File: src/rtl/supply_supervisor.sv
module supply_supervisor #(
  parameter int unsigned DELAY_TICKS = 3277,
  parameter int unsigned WDOG_TICKS  = 26214
) (
  input  logic clk,
  input  logic pwr_present,
  input  logic vdd_ok,
  input  logic vdd_warn_ok,
  input  logic wdi,
  input  logic wdi_float,
  output logic sup_rst_n,
  output logic early_warn_n
);
  localparam int DW = $clog2(DELAY_TICKS + 1);
  localparam int WW = $clog2(WDOG_TICKS + 1);

  logic [DW-1:0] dly_cnt;
  logic [WW-1:0] wd_cnt;
  logic          released;
  logic [2:0]    wdi_sh;

  logic wdi_edge, wd_clear, wd_expire, dly_last;

  assign wdi_edge  = wdi_sh[2] ^ wdi_sh[1];
  assign wd_clear  = !released || !vdd_ok || wdi_edge || wdi_float;
  assign wd_expire = !wd_clear && (wd_cnt == WW'(WDOG_TICKS - 1));
  assign dly_last  = (dly_cnt == DW'(DELAY_TICKS - 1));

  always_ff @(posedge clk or negedge pwr_present) begin
    if (!pwr_present) begin
      wdi_sh   <= '0;
      wd_cnt   <= '0;
      dly_cnt  <= '0;
      released <= 1'b0;
    end else begin
      wdi_sh <= {wdi_sh[1:0], wdi};
      wd_cnt <= (wd_clear || wd_expire) ? '0 : wd_cnt + 1'b1;
      if (!vdd_ok) begin
        released <= 1'b0;
        dly_cnt  <= '0;
      end else if (released) begin
        if (wd_expire) released <= 1'b0;
      end else if (dly_last) begin
        released <= 1'b1;
        dly_cnt  <= '0;
      end else begin
        dly_cnt <= dly_cnt + 1'b1;
      end
    end
  end

  assign sup_rst_n    = released && vdd_ok;
  assign early_warn_n = pwr_present && vdd_warn_ok;
endmodule

File: config.mk
export PLATFORM = sky130hd
export DESIGN_NAME = supply_supervisor
export DESIGN_NICKNAME = d
export VERILOG_FILES = /design/src/rtl/supply_supervisor.sv
export SDC_FILE = /design/constraint.sdc
export NUM_CORES = 1
export LEC_CHECK = 0
export ABC_AREA = 0
export BUFFER_PORTS_ARGS = -buffer_cell sky130_fd_sc_hd__buf_2
export CORE_UTILIZATION = 48
export CTS_BUF_LIST = sky130_fd_sc_hd__clkbuf_8
export CTS_CLUSTER_DIAMETER = 30
export CTS_CLUSTER_SIZE = 12
export DETAILED_ROUTE_END_ITERATION = 7
export PLACE_DENSITY = 0.67
export SYNTH_ARGS = -nofsm -noshare
export SYNTH_HDL_FRONTEND = slang
export SYNTH_SLANG_ARGS = --single-unit
File: constraint.sdc
create_clock -name clk -period 2.6 [get_ports clk]
set_clock_uncertainty 0.2 [all_clocks]
set_input_delay 0.13 -clock clk [delete_from_list [all_inputs] [get_ports clk]]
set_output_delay 0.13 -clock clk [all_outputs]
set_load 0.05 [all_outputs]
Word level (Yosys, flattened, before mapping)

Index checks and enable logic that the tools add are counted.

Add/subtract/negate cells: 2
Equal/unequal tests: 3
Mux-type cells: 8
Bitwise gates (word level): 1
Reduce and logical (&&, ||, !) cells: 10

Operator list:

| cell                    | count |
|---|---|
| $mux W12                | 3 |
| $add A15 B1 Y15 const B | 1 |
| $eq A15 B15 Y1 const B  | 1 |
| $mux W15                | 1 |
| $add A12 B1 Y12 const B | 1 |
| $eq A12 B12 Y1 const B  | 1 |
| $logic_or A1 B1 Y1      | 4 |
| $mux W1                 | 4 |
| $logic_and A1 B1 Y1     | 3 |
| $logic_not A1 Y1        | 3 |
| $ne A2 B2 Y1 const B    | 1 |
| $xor A1 B1 Y1           | 1 |

Flip-flop bits (word level): 31
Input port bits: 6

Logic depth before layout (Yosys ltp)

Depth after elaboration: 9
Depth in mapped cells: 6

Worst setup path before layout

No wires, ideal clock.

Path kind: register to register
From: reg wd_cnt[0]
To: reg wd_cnt[14]
Setup time: 0.143 ns
Arrival time: 1.455 ns
Path slack: 0.802 ns
Cell stages (with the launch flop): 6
Path buffers: 0
Clock period less this slack: 1.798 ns
Cell sequence: dfrtp_1 -> ha_1 -> and4_4 -> or4b_1 -> xor2_1 -> nor2_1

Longest elaborated chain between the ends: 4
Elaborated cells on any way between the ends: 5

Ends and longest elaborated chain:

| element                                                 | line | RTL |
|---|---|---|
| start, declared                                         | 18   | `logic [WW-1:0] wd_cnt;` |
| start signal, assigned                                  | 37   | `wd_cnt <= (wd_clear \|\| wd_expire) ? '0 : wd_cnt + 1'b1;` |
| branches (longest 3 deep; another with $add A15 B1 Y15) | -    |  |
| $mux W15 (*)                                            | 37   |  |

Mark *: on every way between the ends.
A chain may end at the register's enable or synchronous reset.

Worst setup path after layout

From: reg wd_cnt[7]
To: reg wd_cnt[13]

Same word-level chain as after synthesis.

==> results.md <==
* Switching power at 202 uW
* Final worst path period share at 0.778
* Worst skew pair latency at 0.28 ns
* Final wirelength at 3010 um
* Total power at 912 uW
* Number of synthesized register bits at 31
* Post-Synth Simple-Gate Area at 0.289
* Number of global-route vias before repair at 1172
* Worst-case clock buffer depth at 2
* Outcome: finished clean
* CP arrival at 1.99 ns
* CP Capture Point: wd_cnt[13]$_DFF_PN0_
* Fmax achieved at 0.494 GHz
* Pwr/cell area at 515 nW/um2
* Slew headroom at 0.566
* 1st-iter DRT viols at 63
* Placed Area at 1650 um2
* YS warnings at 0
* Share of cells above drive strength 1 at 0.116
* Slew Limit Fails at 0
* First-pass GRT wire length at 5220 um
* RSZ-0062 raised after global routing: no
* Post-route DRC at 0
* Inst Count DP at 207
* Fin crit period at 2.02 ns
* Final setup margin at between 0.5 and 0.6 ns
* Worst min path class: in -> reg
* Number of diodes at 0
* Slew @ Worst Pin at approximately 0.65 ns
* Num rows at 20
* Syn Inst Count at 157
* R2R depth at 5
* XOR/XNOR Fraction of Synth Area at 0.112
* Sink Count at 31
* Mux share of post-synthesis cell area at 0
* GP Congestion at 0.760
* Cts hold-fix bufs at 3
* Critical Path RT at 2.57 ns
* Nets@finish at 183
* Seq pwr share at 0.541
* IO Pins at 8
* Non-Filler Instances at 217
* TritonCTS clock tree: done
* DR WL/cell at 13.9 um
* Full die area at 3500 um2
* Internal portion of total power at about 700 uW
* GR Overflow Total at 0
* Synth Area per Inst at 9.99 um2
* Adder-cell share of the synthesized area at 0.0319
* Sequential area share after synthesis at 0.494
* CTS resizes at 0
* Die outline width at 59.2 um
* Root Buffer: clkbuf_8
* CTS H-Tree Depth at 2
* Core Region at 3080 um2
* Final core utilization at 0.576
* FF-to-FF End: wd_cnt[13]$_DFF_PN0_
* Maximum VDD drop at between 200 and 300 uV
* Post-synthesis cell area at 1570 um2
* Final Hold Fails at 0
* Kind of end point of the critical path: register
* Setup TNS at 0 ns
* DP Wirelength at 2100 um
* Via count at roughly 1200
* Combinational Power Share at 0.043
* Post-synthesis cell type count at 32
* Port bufs at 7
* # setup viols final at 0
* First drt pass iteration count at 4
* Max FO, Critical Path at 9
* Clock-pin slew on the worst setup and hold paths at ~0.06 ns
* Via/cell ratio at between 5 and 6
* Hold_ws at 0.0152 ns
* CP Class: reg -> reg
* Critical Path Start: wd_cnt[7]$_DFF_PN0_
* Post-CTS Setup Inserts at 0
* Initial Util at 0.510
* Largest net degree at the start of global routing at 33
* Synthesized net count at 167
* Num CTS Buffers at 5
* Post-synthesis compound-gate area fraction at 0.0486
* Post-route ant nets at 0
* FF-to-FF Start: wd_cnt[7]$_DFF_PN0_
* Place WS at between 0.5 and 0.6 ns
* Setup crit start kind: register
* Die Ht at between 50 and 60 um
* Design area at 1770 um2
* P&R area growth vs syn at 12.9%
* R2R Setup Slk at 0.58 ns
* Initial antenna violation count at 0
* Clk pwr share at 0.416
* Max-cap viol count at 0
* Total track usage at 0.208
* Main combinational cell family by area after synthesis: simple AND/OR/NAND/NOR gates
* Leak pwr at 0.752 nW
* Sw frac at 0.221
-- logic make-up after synthesis --
logic type,after synthesis
buf+inv,8
xor+xnor,20
flops,31
fa+ha+maj,4
simple gates,83
compound gates,11
-- cells in the mapped netlist --
| cell | n | area (um2) |
|---|---|---|
| nor3_1 | 4 | 20.0 |
| inv_1 | 5 | 18.8 |
| buf_2 | 1 | 5.00 |
| nor2b_1 | 1 | 6.26 |
| a21oi_1 | 3 | 15.0 |
| dfrtp_1 | 31 | 776 |
| and4_1 | 2 | 17.5 |
| o41ai_2 | 1 | 16.3 |
| and3_1 | 1 | 6.26 |
| ha_1 | 4 | 50.1 |
| and2_2 | 1 | 7.51 |
| o211a_1 | 1 | 10.0 |
| nand2b_1 | 1 | 6.26 |
| buf_6 | 1 | 11.3 |
| and4b_1 | 1 | 10.0 |
| or4_1 | 1 | 7.51 |
| xor2_1 | 14 | 123 |
| clkbuf_1 | 1 | 3.75 |
| or4b_1 | 1 | 10.0 |
| o31ai_1 | 2 | 15.0 |
| o21ai_0 | 3 | 15.0 |
| or3_1 | 3 | 18.8 |
| nand4_1 | 12 | 75.1 |
| nand3_1 | 11 | 55.1 |
| nor2_1 | 22 | 82.6 |
| and4_4 | 1 | 11.3 |
| and2_1 | 6 | 37.5 |
| nand2_1 | 11 | 41.3 |
| xnor2_1 | 6 | 52.6 |
| o21ai_1 | 1 | 5.00 |
| nor4_4 | 1 | 21.3 |
| nor4_1 | 3 | 18.8 |
-- cells in the final DEF, fill, tap and decap left out, types with 3 or more instances in the layout --
master / synthesis / final
a21oi_1: 3 / 3
and2_1: 6 / 6
buf_2: 1 / 7
clkbuf_8: 0 / 6
dfrtp_1: 31 / 31
dlygate4sd3_1: 0 / 3
ha_1: 4 / 4
inv_1: 5 / 5
nand2_1: 11 / 11
nand3_1: 11 / 11
nand4_1: 12 / 12
nor2_1: 22 / 22
nor3_1: 4 / 4
nor4_1: 3 / 3
o21ai_0: 3 / 3
or3_1: 3 / 3
xnor2_1: 6 / 6
xor2_1: 14 / 14
-- metal layers --
| metal | part of all wire | vias to the layer above | GRT usage |
|---|---|---|---|
| met5 | 0 | - | 0 |
| met4 | 0.021 | 0 | 0.112 |
| met3 | 0.035 | 4 | 0.0590 |
| met2 | 0.46 | 24 | 0.336 |
| met1 | 0.48 | 580 | 0.253 |
| li1 | - | 579 | - |
-- registers in the layout, summed over array words and instances (netlist names) --
| signal | count |
|---|---|
| dly_cnt | 12 |
| released | 1 |
| wd_cnt | 15 |
| wdi_sh | 3 |
-- final cells by class --
type	instances	area, um2
Clock buffer	6	82.6
Clock inverter	1	5.00
Fill cell	266	1310
Inverter	5	18.8
Multi-Input combinational cell	118	754
Sequential cell	31	776
Tap cell	44	55.1
Timing Repair Buffer	12	80.1
-- critical path, stage by stage, from the launching register on --
cell,delay [ns]
dfrtp_1,0.46
nor4_4,0.29
nand2_1,0.10
o41ai_2,0.52
buf_4,0.28
nor2_1,0.06
-- worst min-delay path by stage --
stage                     start                endpoint  slack (ns)  cells past startpoint
finish                wdi_float     wd_cnt[0]$_DFF_PN0_        0.02                      4
global route          wdi_float     wd_cnt[0]$_DFF_PN0_        0.03                      4
CTS                   wdi_float     wd_cnt[0]$_DFF_PN0_       0.009                      4
detailed placement  pwr_present      released$_DFF_PN0_       -0.03                      2
global placement    pwr_present     wd_cnt[9]$_DFF_PN0_       -0.04                      2
floorplan           pwr_present  dly_cnt[0]$_DFFE_PN0P_       -0.37                      0
-- power by group through the flow --
| stage | combinational, mW | clock, mW | sequential (mW) |
|---|---|---|---|
| after floorplan | 0.0165 | 0 | 0.501 |
| after global placement | 0.0351 | 0 | 0.502 |
| after detailed placement | 0.0368 | 0 | 0.502 |
| after CTS | 0.0406 | 0.394 | 0.493 |
| after global routing | 0.0456 | 0.410 | 0.494 |
| final | 0.0394 | 0.379 | 0.493 |
(Power assumes the default switching activity.)
